**src/rtl/maxlog_trellis_step.sv**
```systemverilog
module maxlog_trellis_step #(
  parameter int W = 10
) (
  input  logic           clk,
  input  logic           rst_n,
  input  logic           in_valid,
  input  logic [1:0]     mode,
  input  logic           start,
  input  logic [8*W-1:0] metric_in,
  input  logic [8*W-1:0] beta_in,
  input  logic [W-1:0]   sys_v,
  input  logic [W-1:0]   par_z,
  output logic           out_valid,
  output logic [8*W-1:0] metric_out,
  output logic [W-1:0]   llr_out
);
  localparam int NS = 8;
  localparam logic signed [W-1:0] MAXV = {1'b0, {(W-1){1'b1}}};
  localparam logic signed [W-1:0] MINV = {1'b1, {(W-1){1'b0}}};

  function automatic logic signed [W-1:0] sat(input logic signed [W:0] x);
    if (x > $signed({MAXV[W-1], MAXV})) return MAXV;
    if (x < $signed({MINV[W-1], MINV})) return MINV;
    return x[W-1:0];
  endfunction

  function automatic logic signed [W-1:0] sadd(input logic signed [W-1:0] a, input logic signed [W-1:0] b);
    return sat({a[W-1], a} + {b[W-1], b});
  endfunction

  function automatic logic signed [W-1:0] ssub(input logic signed [W-1:0] a, input logic signed [W-1:0] b);
    return sat({a[W-1], a} - {b[W-1], b});
  endfunction

  function automatic logic [2:0] nxt(input logic [2:0] s, input logic u);
    logic a;
    a = u ^ s[1] ^ s[0];
    return {a, s[2], s[1]};
  endfunction

  function automatic logic par(input logic [2:0] s, input logic u);
    return u ^ s[1] ^ s[0] ^ s[2] ^ s[0];
  endfunction

  logic signed [W-1:0] g_v, g_z, g_vz;
  assign g_v  = sys_v;
  assign g_z  = par_z;
  assign g_vz = sadd(g_v, g_z);

  function automatic logic signed [W-1:0] gam(input logic u, input logic p,
      input logic signed [W-1:0] v, input logic signed [W-1:0] z, input logic signed [W-1:0] vz);
    case ({u, p})
      2'b00:   return '0;
      2'b10:   return v;
      2'b01:   return z;
      default: return vz;
    endcase
  endfunction

  logic signed [W-1:0] m_in [NS];
  logic signed [W-1:0] b_in [NS];
  logic signed [W-1:0] raw  [NS];
  logic signed [W-1:0] nrm  [NS];
  logic signed [W-1:0] m1, m0, llr_n;

  always_comb begin
    for (int i = 0; i < NS; i++) begin
      m_in[i] = start ? ((i == 0) ? '0 : MINV) : metric_in[i*W +: W];
      b_in[i] = beta_in[i*W +: W];
      raw[i]  = MINV;
    end
    m1 = MINV;
    m0 = MINV;
    for (int s = 0; s < NS; s++) begin
      for (int u = 0; u < 2; u++) begin
        logic [2:0] ns;
        logic signed [W-1:0] g, c;
        ns = nxt(3'(s), u[0]);
        g  = gam(u[0], par(3'(s), u[0]), g_v, g_z, g_vz);
        if (mode[0]) begin
          c = sadd(m_in[ns], g);
          if (c > raw[s]) raw[s] = c;
        end else begin
          c = sadd(m_in[s], g);
          if (c > raw[ns]) raw[ns] = c;
        end
        c = sadd(sadd(m_in[s], g), b_in[ns]);
        if (u == 1) begin
          if (c > m1) m1 = c;
        end else begin
          if (c > m0) m0 = c;
        end
      end
    end
    for (int i = 0; i < NS; i++) nrm[i] = ssub(raw[i], raw[0]);
    llr_n = ssub(m1, m0);
  end

  always_ff @(posedge clk) begin
    if (!rst_n) begin
      out_valid  <= 1'b0;
      metric_out <= '0;
      llr_out    <= '0;
    end else begin
      out_valid <= in_valid;
      if (in_valid && !mode[1])
        for (int i = 0; i < NS; i++) metric_out[i*W +: W] <= nrm[i];
      if (in_valid && mode == 2'd2)
        llr_out <= llr_n;
    end
  end

  AST_VALID_LATENCY: assert property (@(posedge clk) disable iff (!rst_n)
    $past(rst_n) |-> out_valid == $past(in_valid));

  AST_NORM_ZERO: assert property (@(posedge clk) disable iff (!rst_n)
    in_valid && !mode[1] |=> metric_out[W-1:0] == '0);

  AST_LLR_KEEPS_METRIC: assert property (@(posedge clk) disable iff (!rst_n)
    in_valid && mode[1] |=> $stable(metric_out));

  AST_ACS_KEEPS_LLR: assert property (@(posedge clk) disable iff (!rst_n)
    in_valid && mode != 2'd2 |=> $stable(llr_out));
endmodule

```
**config.mk**
```make
export PLATFORM = sky130hd
export DESIGN_NAME = maxlog_trellis_step
export DESIGN_NICKNAME = d
export VERILOG_FILES = /design/src/rtl/maxlog_trellis_step.sv
export SDC_FILE = /design/constraint.sdc
export NUM_CORES = 2
export LEC_CHECK = 0
export ABC_AREA = 1
export BUFFER_PORTS_ARGS = -buffer_cell sky130_fd_sc_hd__buf_2
export CAP_MARGIN = 25
export CORE_MARGIN = 3
export CORE_UTILIZATION = 66
export DETAILED_ROUTE_END_ITERATION = 8
export PLACE_DENSITY_LB_ADDON = 0.08
export SKIP_CTS_REPAIR_TIMING = 1
export SLEW_MARGIN = 20
export SYNTH_ARGS = -nofsm -noshare
export SYNTH_HDL_FRONTEND = slang
export SYNTH_SLANG_ARGS = --single-unit
```
**constraint.sdc**
```tcl
create_clock -name clk -period 61.8 [get_ports clk]
set_clock_uncertainty 0.05 [all_clocks]
set_input_delay 12.36 -clock clk [delete_from_list [all_inputs] [get_ports clk]]
set_output_delay 12.36 -clock clk [all_outputs]
set_load 0.02 [all_outputs]
```
# After elaboration in Yosys (flattened, before gate mapping)
# Index checks and enable logic that the tools add are counted.
[classes]
n_reduce_logical = 3
eq_ne = 1
n_addsub = 44
muxes = 604
n_lt_le_gt_ge = 148
[ops]
columns = ["operator", "count"]
rows = [
  ["2-to-1 mux 10 bit", 366],
  ["greater-than comparator 11 x 10 -> 1 bit (second input constant)", 44],
  ["less-than comparator 11 x 10 -> 1 bit (second input constant)", 44],
  ["adder 10 x 10 -> 11 bit", 35],
  ["greater-than comparator 10 bit", 37],
  ["2-to-1 mux 1 bit", 238],
  ["greater-than comparator 10 bit (second input constant)", 17],
  ["subtractor 10 x 10 -> 11 bit", 9],
  ["less-than comparator 10 bit (second input constant)", 6],
  ["equality test 2 bit (second input constant)", 1],
  ["logical AND 1 bit", 2],
  ["zero test 1 bit", 1],
]
[totals]
wordCells = 803
regBits = 91
out_inout_bits = 91

# Depth between registers and ports, before layout
[depth]
ltp_word = 40
ltp_mapped = 163
ltp_nobuf = 154

# Least setup slack after synthesis
# No wires, ideal clock.
[synth_timing]
path_type = "input -> register"
from = "in sys_v[1]"
to = "reg llr_out[2]"
path_slack_ns = 31.407
arrival_time_ns = 30.201
setup_ns = 0.142
path_stages = 146
required_time_ns = 61.608
cell_sequence = "inv_1 > fa_1 > o21ai_0 > nand2_1 > nand2_1 > a21o_1 > a21oi_1 > o21bai_1 > nand2_1 > a22oi_1 > nor2_1 > o21ai_0 > ha_1 > a21oi_1 > a21oi_1 > nand3_1 > nand2_1 > a21oi_1 > [... 110 more ...] > nand2_1 > nand2_1 > ha_1 > a21oi_1 > o21ai_0 > a21oi_1 > o21ai_0 > nand2_1 > nand2_1 > a21oi_1 > inv_1 > a21oi_1 > o21ai_0 > xor2_1 > inv_1 > nor2_1 > nor2_1 > a221oi_1"
[synth_between]
elab_chain_cells = 40
elab_cells_between_ends = 178
[synth_rtl]
columns = ["element", "line_no", "rtl"]
rows = [
  ["start, declared", "11", "input logic [W-1:0] sys_v,"],
  ["adder 10 x 10 -> 11 bit", "28", "return sat({a[W-1], a} + {b[W-1], b});"],
  ["less-than comparator 11 x 10 -> 1 bit", "23", "if (x < $signed({MINV[W-1], MINV})) return MINV;"],
  ["2-to-1 mux 1 bit (2 in a row)", "23", ""],
  ["2-to-1 mux 10 bit", "24", "return x[W-1:0];"],
  ["2-to-1 mux 10 bit", "23", ""],
  ["adder 10 x 10 -> 11 bit", "28", ""],
  ["less-than comparator 11 x 10 -> 1 bit", "23", ""],
  ["2-to-1 mux 1 bit (2 in a row)", "23", ""],
  ["[... 21 more ...]", "n/a", ""],
  ["2-to-1 mux 10 bit", "89", "if (c > m1) m1 = c;"],
  ["greater-than comparator 10 bit", "89", ""],
  ["2-to-1 mux 10 bit (*)", "89", ""],
  ["subtractor 10 x 10 -> 11 bit (*)", "32", "return sat({a[W-1], a} - {b[W-1], b});"],
  ["less-than comparator 11 x 10 -> 1 bit", "23", ""],
  ["2-to-1 mux 1 bit (2 in a row)", "23", ""],
  ["2-to-1 mux 10 bit", "24", ""],
  ["2-to-1 mux 10 bit (*)", "23", ""],
  ["end signal, assigned", "109", "llr_out <= llr_n;"],
  ["end, declared", "15", "output logic [W-1:0] llr_out"],
]
# Mark *: on every way between the ends. The rest lies on a longest branch, timed or not. The select of a mux whose other input is x is not followed.
# A chain may end at the register's enable or synchronous reset.

# Worst setup path in the final report
[layout_timing]
from = "in sys_v[1]"
to = "reg llr_out[7]"
# The elaborated chain is that of the path after synthesis.

==> impl_results.md <==
* Via count at between 30,000 and 40,000
* Yosys warns at 0
* First-pass GRT wire length at between 150,000 and 200,000 um
* Outcome: finished clean
* Synthesized area at 34,800 sq um
* Crit path capture type: flip-flop
* Via/cell ratio at between 6 and 7
* Cell mode on critical path: nand2_1
* Worst-path fanout max at 20
* Final setup violation count at 0
* Reg clk slew, reported paths at 60 ps
* Required @ worst endpoint at roughly 62,000 ps
* Largest cells by area after synthesis: ha_1 28%, nand2_1 12%, o21ai_0 9.0%
* Worst-case reg-to-reg path depth at 4
* Final Hold Vio Count at 0
* Total Routed Length at 126,000 um
* Share of layout cells above drive strength 1 at 0.0833
* # clock sinks at about 80
* Die extent in y at roughly 240 um
* Share of the synthesized area in the top cell type at 0.276
* Worst Tran Pin Value at ~1200 ps
* Hold WS at approximately 420 ps
* Fill cell count at between 4,000 and 5,000
* Number of flops mapped to enable cells by yosys at 0
* Gpl congestion at 1.08
* Hold Startpoint: llr_out[8]
* Netlist cell types at 55
* H-tree depth at 3
* Commonest cells in the netlist: 1,127 x nand2_1, 813 x inv_1, 768 x ha_1
* Max-cap viol count at 0
* Largest net degree at the start of global routing at 76
* Initial antenna violation count at 9
* CP max stage cell: o21ai_1
* Initial core utilization at 0.673
* Core area at a little over 50,000 sq um
* Wire per inst at just under 20 um
* Crit Reg-Reg Endpoint: metric_out[79]
* Flops & latches, synth at slightly above 80
* Count leader, synth: nand2_1
* Post-DP HPWL at 108,000 um
* DIE AREA at ~56,000 sq um
* Main flop type after synthesis: dfxtp_1
* Reg area at approximately 1600 sq um
* Slew HR at 0.198
* Die Width at approximately 240 um
* Fmax at a little under 0.03 GHz
* Tot GR Track Use at 0.428
* Worst min path class: flip-flop to flip-flop
* Hold path depth at 2
* Row count at 83
* Multi-input logic area at slightly below 30,000 sq um
* Slowest Stage Delay on Critical Path at 860 ps
* Residual DRC at 0
* I/O Buffers at 266
* WS Path Type: input port to flip-flop
* Clk_lat worst skew at around 350 ps
* Final setup TNS at 0 ps
* Sequential fraction of the synthesis area at 0.0466
* Grt ovf at 0
* Crit share post-route at 0.551
* Minimum clock period at roughly 34,000 ps
* Crit path launch type: input port
* Worst flop-to-flop path startpoint: metric_out[79]
* Register-to-register setup slack at ~60,000 ps
* Synth-to-layout area growth at 7.13%
* Max clock buf depth at 2
* Gate Count Post-Synth at 5,541
* WHS Endpoint: llr_out[8]
* RSZ-0062 raised after global routing: no
* TritonCTS clock tree: yes
* FFs w/ async S/R, synth at 0
* Post-route ant nets at 0
* Critical path arrival at ~34,000 ps
* IO Pins at between 200 and 300
* DRT iter0 DRCs at 3,848
* Drt pass-1 iters at 8
* Nets at between 6,000 and 7,000
* CTS Buf Count at 9
* Count of pins over their slew limit at 0
* Yosys top cell by area: ha_1
* Vias in the first global route at approximately 36,000
* Clock Tree Root: clkbuf_16
* Syn avg cell area at about 6.3 sq um
cells by family after synthesis:
group | share of synthesized area
AND/OR/NAND/NOR | 0.233
AO/OA/AOI/OAI | 0.241
buffers and inverters | 0.104
adder cells (fa/ha/maj) | 0.298
XOR/XNOR | 0.0742
flip-flops | 0.0466
multiplexers | 0.00327
other | 0.000108
final cells by class:
class                   count  share of cell area
well taps                 680              0.0228
inverters                 834              0.0839
repair buffers            326              0.0472
flip-flops and latches     81              0.0435
diodes                      4            0.000268
clock inverters             6             0.00181
clock buffers              10             0.00614
multi-input cells        4527               0.794
cell usage in the layout (no fill, tap or decap), types with 73 or more instances in the layout:
cell type / instances
dfxtp_1: 81
nand4_1: 73
nand2_1: 1127
o21bai_1: 115
ha_1: 768
nand3_1: 176
buf_2: 274
xnor2_1: 97
a21oi_1: 471
nor2_1: 365
xor2_1: 198
o21ai_0: 623
inv_1: 812
sequential cells by signal, indices dropped and copies added, names as in the netlist:
signal and flops:
out_valid 1, metric_out 70, llr_out 10
metal layers:
metal  wire length, um  global-route usage
met2             53500               0.679
met1             48400               0.515
met5                25                   0
met3             12700              0.0832
met4             11500               0.315
critical path, delay by kind of cell:
| family | cells | cell delay (ps) |
|---|---|---|
| adders and majority gates | 12 | 4080 |
| AOI/OAI and AO/OA | 28 | 7860 |
| buffers and inverters | 16 | 1760 |
| xor gates and xnor gates | 1 | 140 |
| and+or+nand+nor | 74 | 8050 |
how the worst max path moves through the flow:
stage | slack [ps] | endpoint | startpoint
2_1_floorplan | 31410 | llr_out[2] | sys_v[1]
3_3_place_gp | 28590 | llr_out[6] | par_z[1]
3_5_place_dp | 27900 | llr_out[7] | par_z[1]
4_1_cts | 28230 | llr_out[7] | par_z[1]
5_1_grt | 25290 | llr_out[5] | sys_v[2]
6_report | 27740 | llr_out[7] | sys_v[1]
stage by stage:
stage / worst slack (ps) / cells / area [sq um] / util
6_report: 27740 / 6468 / 37300 / 0.721
5_1_grt: 25290 / 6467 / 37300 / 0.721
4_1_cts: 28230 / 6461 / 37300 / 0.720
3_5_place_dp: 27900 / 6445 / 37000 / 0.715
3_3_place_gp: 28590 / 6438 / 36900 / 0.714
2_1_floorplan: 31410 / 5550 / 34800 / -
Power is left out: the tool's default activity adds up to more than one toggle a clock period on the data nets, which glitch-free logic cannot reach.
